==> src/rtl/errirq_pkg.sv <==
package errirq_pkg;

    localparam int ERR_N   = 3;
    localparam int IRQ_N   = 3;
    localparam int DMA_N   = 2;
    localparam int FIELD_W = ERR_N + DMA_N;

    typedef enum logic {
        SEL_STATUS = 1'b0,
        SEL_MASK   = 1'b1
    } sel_e;

    // error flags, bit 0 timeout, bit 1 read stall, bit 2 write full
    typedef struct packed {
        logic wfull;
        logic rstall;
        logic tout;
    } err_t;

    // interrupt sources, bit 0 error group, bit 1 dma read, bit 2 dma write
    typedef struct packed {
        logic dma_wr;
        logic dma_rd;
        logic err;
    } irq_t;

    // registered bus write waiting to be applied
    typedef struct packed {
        logic                 vld;
        sel_e                 sel;
        logic [FIELD_W-1:0]   bits;
    } wr_req_t;

    function automatic logic [ERR_N-1:0] err_clear(input wr_req_t r);
        return (r.vld && r.sel == SEL_STATUS) ? r.bits[ERR_N-1:0] : '0;
    endfunction

    function automatic logic [DMA_N-1:0] dma_clear(input wr_req_t r);
        return (r.vld && r.sel == SEL_STATUS) ? r.bits[FIELD_W-1:ERR_N] : '0;
    endfunction

    function automatic logic mask_load(input wr_req_t r);
        return r.vld && r.sel == SEL_MASK;
    endfunction

endpackage

==> src/rtl/errirq_tout.sv <==
module errirq_tout #(
    parameter int WAIT_W = 8
) (
    input  logic              clk,
    input  logic              rst,
    input  logic              hold,
    input  logic [WAIT_W-1:0] max_wait,
    output logic              fire
);
    logic [WAIT_W-1:0] cnt_q;
    logic              done_q;
    logic              limit_on;

    assign limit_on = (max_wait != '0);
    // cnt_q holds the number of earlier held cycles of this hold
    assign fire = hold && !done_q && limit_on && (cnt_q >= max_wait);

    always_ff @(posedge clk) begin
        if (rst) begin
            cnt_q  <= '0;
            done_q <= 1'b0;
        end else if (!hold) begin
            cnt_q  <= '0;
            done_q <= 1'b0;
        end else if (!done_q) begin
            if (fire) begin
                done_q <= 1'b1;
            end else if (cnt_q != '1) begin
                cnt_q <= cnt_q + 1'b1;
            end
        end
    end
endmodule

==> src/rtl/errirq_bus.sv <==
module errirq_bus
    import errirq_pkg::*;
#(
    parameter int DATA_W = 32
) (
    input  logic              clk,
    input  logic              rst,
    input  sel_e              sel,
    input  logic              wr,
    input  logic              rd,
    input  logic [DATA_W-1:0] wdata,
    input  err_t              err_flags,
    input  irq_t              mask,
    output logic [DATA_W-1:0] rdata,
    output wr_req_t           req
);
    logic [DATA_W-1:0] rd_word;
    logic              unused_wdata_hi;

    assign unused_wdata_hi = ^wdata[DATA_W-1:FIELD_W];

    always_comb begin
        rd_word = '0;
        case (sel)
            SEL_STATUS: rd_word[ERR_N-1:0] = err_flags;
            default:    rd_word[IRQ_N-1:0] = mask;
        endcase
    end

    always_ff @(posedge clk) begin
        if (rst) begin
            req   <= '0;
            rdata <= '0;
        end else begin
            req.vld  <= wr;
            req.sel  <= sel;
            req.bits <= wdata[FIELD_W-1:0];
            if (rd) begin
                rdata <= rd_word;
            end
        end
    end
endmodule

==> src/rtl/errirq_state.sv <==
module errirq_state
    import errirq_pkg::*;
(
    input  logic    clk,
    input  logic    rst,
    input  wr_req_t req,
    input  err_t    set_err,
    input  logic    dma_rd_done,
    input  logic    dma_wr_done,
    output err_t    err_q,
    output irq_t    raw,
    output irq_t    mask
);
    logic [ERR_N-1:0] flag_q;
    logic [ERR_N-1:0] set_vec;
    logic [ERR_N-1:0] clr_vec;
    logic [DMA_N-1:0] dma_q;
    logic [DMA_N-1:0] done_vec;
    logic [DMA_N-1:0] dclr_vec;
    logic             raw_err_q;
    logic             err_clr_any;
    logic [IRQ_N-1:0] mask_q;

    assign set_vec     = set_err;
    assign clr_vec     = err_clear(req);
    assign dclr_vec    = dma_clear(req);
    assign done_vec    = {dma_wr_done, dma_rd_done};
    assign err_clr_any = |clr_vec;

    genvar gi;
    generate
        for (gi = 0; gi < ERR_N; gi++) begin : g_err
            always_ff @(posedge clk) begin
                if (rst) flag_q[gi] <= 1'b0;
                else     flag_q[gi] <= (flag_q[gi] & ~clr_vec[gi]) | set_vec[gi];
            end
        end
        for (gi = 0; gi < DMA_N; gi++) begin : g_dma
            always_ff @(posedge clk) begin
                if (rst) dma_q[gi] <= 1'b0;
                else     dma_q[gi] <= (dma_q[gi] & ~dclr_vec[gi]) | done_vec[gi];
            end
        end
    endgenerate

    always_ff @(posedge clk) begin
        if (rst) begin
            raw_err_q <= 1'b0;
            mask_q    <= '0;
        end else begin
            raw_err_q <= (raw_err_q & ~err_clr_any) | (|set_vec);
            if (mask_load(req)) begin
                mask_q <= req.bits[IRQ_N-1:0];
            end else if (err_clr_any) begin
                mask_q[0] <= 1'b0;
            end
        end
    end

    assign err_q = err_t'(flag_q);
    assign raw   = irq_t'({dma_q, raw_err_q});
    assign mask  = irq_t'(mask_q);
endmodule

==> src/rtl/errirq_unit.sv <==
module errirq_unit
    import errirq_pkg::*;
#(
    parameter int DATA_W = 32,
    parameter int WAIT_W = 8
) (
    input  logic              clk,
    input  logic              rst,
    input  logic              bus_sel,
    input  logic              bus_wr,
    input  logic              bus_rd,
    input  logic [DATA_W-1:0] bus_wdata,
    output logic [DATA_W-1:0] bus_rdata,
    input  logic              ev_wfull,
    input  logic              en_wfull,
    input  logic              ev_rstall,
    input  logic              en_rstall,
    input  logic              xfer_hold,
    input  logic [WAIT_W-1:0] max_wait,
    input  logic              dma_rd_done,
    input  logic              dma_wr_done,
    output logic [2:0]        raw_status,
    output logic [2:0]        masked_status,
    output logic              irq
);
    wr_req_t          req;
    err_t             err_s;
    err_t             set_err;
    irq_t             raw_s;
    irq_t             mask_s;
    logic             tout_fire;
    logic [ERR_N-1:0] err_flags;
    logic [IRQ_N-1:0] mask_bits;

    errirq_tout #(.WAIT_W(WAIT_W)) u_tout (
        .clk      (clk),
        .rst      (rst),
        .hold     (xfer_hold),
        .max_wait (max_wait),
        .fire     (tout_fire)
    );

    assign set_err.wfull  = ev_wfull & en_wfull;
    assign set_err.rstall = ev_rstall & en_rstall;
    assign set_err.tout   = tout_fire;

    errirq_bus #(.DATA_W(DATA_W)) u_bus (
        .clk       (clk),
        .rst       (rst),
        .sel       (sel_e'(bus_sel)),
        .wr        (bus_wr),
        .rd        (bus_rd),
        .wdata     (bus_wdata),
        .err_flags (err_s),
        .mask      (mask_s),
        .rdata     (bus_rdata),
        .req       (req)
    );

    errirq_state u_state (
        .clk         (clk),
        .rst         (rst),
        .req         (req),
        .set_err     (set_err),
        .dma_rd_done (dma_rd_done),
        .dma_wr_done (dma_wr_done),
        .err_q       (err_s),
        .raw         (raw_s),
        .mask        (mask_s)
    );

    assign err_flags     = err_s;
    assign mask_bits     = mask_s;
    assign raw_status    = raw_s;
    assign masked_status = raw_s & mask_s;
    assign irq           = |masked_status;
endmodule

==> config.mk <==
export PLATFORM = sky130hd
export DESIGN_NAME = errirq_unit
export DESIGN_NICKNAME = d
export VERILOG_FILES = /design/src/rtl/errirq_pkg.sv /design/src/rtl/errirq_tout.sv /design/src/rtl/errirq_bus.sv /design/src/rtl/errirq_state.sv /design/src/rtl/errirq_unit.sv
export SDC_FILE = /design/constraint.sdc
export NUM_CORES = 1
export LEC_CHECK = 0
export BUFFER_PORTS_ARGS = -buffer_cell sky130_fd_sc_hd__buf_2
export CAP_MARGIN = 0
export CORE_MARGIN = 1.5
export CORE_UTILIZATION = 30
export CTS_CLUSTER_SIZE = 14
export DETAILED_ROUTE_END_ITERATION = 12
export SLEW_MARGIN = 20
export SYNTH_ARGS = -nofsm -noshare
export SYNTH_HDL_FRONTEND = slang
export SYNTH_SLANG_ARGS = --single-unit
==> constraint.sdc <==
create_clock -name clk -period 2.6 [get_ports clk]
set_input_delay 0.13 -clock clk [delete_from_list [all_inputs] [get_ports clk]]
set_output_delay 0.13 -clock clk [all_outputs]
set_load 0.05 [all_outputs]
; ---- Word level (Yosys, flattened, before mapping)
; Cells that the tools add are included.
[totals]
input_bits = 52
regBits = 28
wordCells = 62
output_inout_bits = 39
[classes]
reduce_logical = 13
muxes = 7
add_sub_neg = 1
n_lt_le_gt_ge = 1
n_bitwise = 25
eq_ne = 1
[op_table]
columns = op, count
row1 = 1-bit inverter, 10
row2 = 3-bit OR reduction, 3
row3 = "8-bit by 1-bit adder with 8-bit output, second input constant", 1
row4 = 1-bit AND, 8
row5 = 8-bit >= comparator, 1
row6 = "8-bit != test, second input constant", 1
row7 = 8-bit nonzero test, 1
row8 = 3-bit two-way mux, 2
row9 = 1-bit bitwise OR, 6
row10 = 1-bit logical AND, 5
row11 = 1-bit two-way mux, 4
row12 = 3-bit AND, 1
row13 = 3-bit AND reduction, 1
row14 = 2-bit two-way mux, 1
row15 = 2-bit nonzero test, 1
row16 = 2-bit OR reduction, 1
row17 = 1-bit zero test, 1

; ---- Longest topological paths before layout
[depth]
ltp_word = 7
depth_mapped = 9

; ---- By module
; A second synthesis with hierarchy kept.
[unflattened]
hier_cells = 187
area_unflattened_um2 = 1664.1
[modules_own_cells]
columns = mod, area_each_um2, cells_per_inst, instances, seq_area_each_um2
row1 = errirq_tout, 719.4, 82, 1, 180.2
row2 = errirq_bus, 535.5, 57, 1, 200.2
row3 = errirq_state, 362.8, 41, 1, 180.2
row4 = errirq_unit, 46.3, 7, 1, 0.0

; ---- Worst setup path after synthesis
; No wires, ideal clock.
[synth_path]
kind = reg2reg
startpoint = register u_tout.cnt_q[0]
endpoint = register u_tout.cnt_q[4]
setup_ps = 132
arrival_time_ps = 1826
period_less_slack_ps = 1958
t_required_ps = 2468
slack_ps = 642
path_stages_with_launch = 10
path_buffers = 1
path_cell_list = dfxtp_1 > inv_1 > ha_1 > nand2b_4 > a2111oi_4 > o211ai_2 > a21oi_2 > buf_6 > a21o_1 > a21oi_2
[synth_between]
elab_chain_len = 4
[synth_lines]
columns = element, line_no
row1 = "start, declared", errirq_tout.sv:10  ; logic [WAIT_W-1:0] cnt_q;
row2 = "start signal, assigned", errirq_tout.sv:29  ; cnt_q <= cnt_q + 1'b1;
row3 = 8-bit >= comparator, errirq_tout.sv:16  ; assign fire = hold && !done_q && limit_on && (cnt_q >= max_wait);
row4 = 1-bit logical AND, errirq_tout.sv:16
row5 = 1-bit inverter (no source line), --
row6 = 3-bit AND reduction (no source line), --
; Several ways; a longest one is shown, not always the timed one.
; A chain may end at the register's enable or synchronous reset.

; ---- Worst setup path in the final report
; Ends and elaborated chain as after synthesis.

==> results.md <==
- Run status: finished clean
- Post-CTS setup buffers: 0
- Synth Instances: 187
- Post-DP Area: around 0.0018 mm2
- Clock Latency Late Sink: 270 ps
- Area grow syn2layout: 12.4%
- Post-CTS Hold Fix Bufs: 0
- Vias/cell: ~4.2
- Register clock-pin slew on the reported worst setup and hold paths: ~100 ps
- Total Wirelength: roughly 2.9 mm
- Seq cells post-synth: 28
- Worst path required time: about 2800 ps
- TritonRoute pass-1 iters: 4
- Crit Path Class: flip-flop to flip-flop
- RSZ-0062 raised after global routing: no
- Final-report setup violation count: 0
- First-pass GRT wire length: slightly above 5 mm
- Final cell count without fillers: just under 300
- CTS Root Cell: clkbuf_8
- Fraction of registers with async set/reset: 0
- Final hold vios: 0
- Top_reg_cell synth: dfxtp_1
- Post-synth top area cell: dfxtp_1
- Layout Skew: 4.07 ps
- Pleak: around 0.00086 uW
- Core Rows: 26
- Design Power: about 1000 uW
- Post_cts resized: 0
- ANT cells: 0
- Post-synth EDFFs: 0
- Top-area cell type share of the netlist area: 0.344
- DRC viols: 0
- Slew Limit Fails: 0
- HP Class: input port to flip-flop
- Deepest clock path buffer count: 2
- Port Buffers: 34
- # Max-Cap Violations: 0
- Pwr/cell area: roughly 550 mW/mm2
- Share of cells above drive strength 1: 0.249
- Peak VDD IR: approximately 0.00026 V
- Critical Path Fanout Max: 8
- Netlist Area Pre-Place: ~0.0016 mm2
- Tmin final: between 2000 and 2500 ps
- Synth warn: 0
- Placer congestion estimate: between 0.7 and 0.8
- Vias in the first global route: 1171
- Post-route setup TNS: 0 ps
- Width of the die: roughly 77 um
- CP arrival: between 2000 and 2500 ps
- DRT iter0 DRCs: between 70 and 80
- DR WL/cell: between 9 and 10 um
- I/O pin count: between 90 and 100
- Startpoint types: flip-flop
- Register area share after synthesis: 0.344
- Post-DRT Antenna Nets: 0
- CP Capture Type: flip-flop
- Design Area, Final: 0.00183 mm2
- Initial core utilization: 0.315
- CTS Buf Count: 3
- Ranking of synthesized cells by area: dfxtp_1 34%, buf_4 14%, ha_1 6.9%
- Syn avg cell area: about 8.7 um2
- Synth cell types: 38
- Global Route Usage Sum: 0.106
- Initial antenna violation count: 0
- # clock sinks: 28
- DIE HEIGHT: ~77 um
- # H-tree levels: 1
- Overflow after GRT: 0
- DP Cell Count: approximately 290
- Peak Freq: 453 MHz
- Via Count: ~1200
- Largest net degree at the start of global routing: 22
- Die area: between 0.005 and 0.006 mm2
- CTS tree: done
- Nets: approximately 280
- Period utilization: 0.848
- Post-DP HPWL: between 2 and 2.5 mm
- Core Region: roughly 0.0052 mm2
==> report_power, final <==
| group | internal (uW) | leakage, uW | switching [uW] |
|---|---|---|---|
| clock | 206 | 0.0000357 | 137 |
| sequential | 445 | 0.000230 | 11.6 |
| combinational | 46.0 | 0.000595 | 156 |
| total | 697 | 0.000860 | 304 |
==> registers in the layout, summed over array words and instances, names as in the netlist <==
signal,flops
u_state.raw_err_q,1
u_state.err_q,3
u_tout.done_q,1
u_bus.rdata,3
u_bus.req,7
u_state.mask,3
u_tout.cnt_q,8
u_state.raw,2
==> cell families after synthesis <==
family | after synthesis | synth area share
and+or+nand+nor | 62 | 0.201
buffers and inverters | 48 | 0.184
AOI/OAI and AO/OA | 35 | 0.175
DFF | 28 | 0.344
adders and majority gates | 9 | 0.0692
muxes | 3 | 0.0184
other | 1 | 0.00230
xor gates and xnor gates | 1 | 0.00538
==> area by class of cell <==
cell class                 count  area [um2]
clock inverter                 1        30.0
multi-input combinational    139         872
timing repair buffer          36         185
inverter                      14        52.6
clock buffer                   3        41.3
fill                         561        3340
tap                           70        87.6
sequential                    28         561
==> worst max-delay path: stages, from the launching register on <==
cell and delay, ps:
dfxtp_1 400, inv_1 60, ha_1 260, nand2b_4 140, a2111oi_4 340, o211ai_2 160, a21oi_2 340, buf_4 200
nand3_2 80, a21oi_2 150
==> layout by cell type (no fill, tap or decap), types with 6 or more instances in the layout <==
cell type	synthesis	routed
a21oi_1	10	10
buf_2	0	34
conb_1	1	29
dfxtp_1	28	28
ha_1	9	9
inv_1	14	14
nand2_1	15	15
nand3_1	6	6
nor2_1	14	14
nor2b_1	9	9
==> through the flow <==
stage / setup WS, ps / hold WS (ps) / util
floorplan: 642 / 226 / -
global placement: 421 / 338 / 0.340
detailed placement: 413 / 344 / 0.340
CTS: 374 / 57.0 / 0.354
global route: 238 / 51.5 / 0.354
finish: 395 / 54.1 / 0.354
==> metal layers <==
layer / track usage / routed length [um]
met1: 0.126 / 1350
met2: 0.190 / 1440
met3: 0.0155 / 74
met4: 0.0389 / 27
met5: 0 / 0
==> synth_stat cells, types with 2 or more instances <==
cell      count
buf_4        30
dfxtp_1      28
nand2_1      15
inv_1        14
nor2_1       14
a21oi_1      10
ha_1          9
nor2b_1       9
nand3_1       6
a21oi_2       4
a211oi_1      3
a21o_1        3
and2_1        3
and3_1        3
mux2i_1       3
nand3_2       3
a221oi_2      2
a22oi_1       2
a41o_1        2
clkbuf_1      2
nand2b_1      2
nor3_1        2
nor4_1        2
o21ai_0       2
==> final timing paths <==
kind                         start               end  slack, ps  depth (start not counted)
hold / removal         dma_wr_done    u_state.raw[2]         50                          3
setup reg to reg   u_tout.cnt_q[0]   u_tout.cnt_q[4]        390                          9
hold reg to reg   u_state.err_q[0]  u_state.err_q[0]        460                          2
setup / recovery   u_tout.cnt_q[0]   u_tout.cnt_q[4]        390                          9
(Power assumes the default switching activity.)
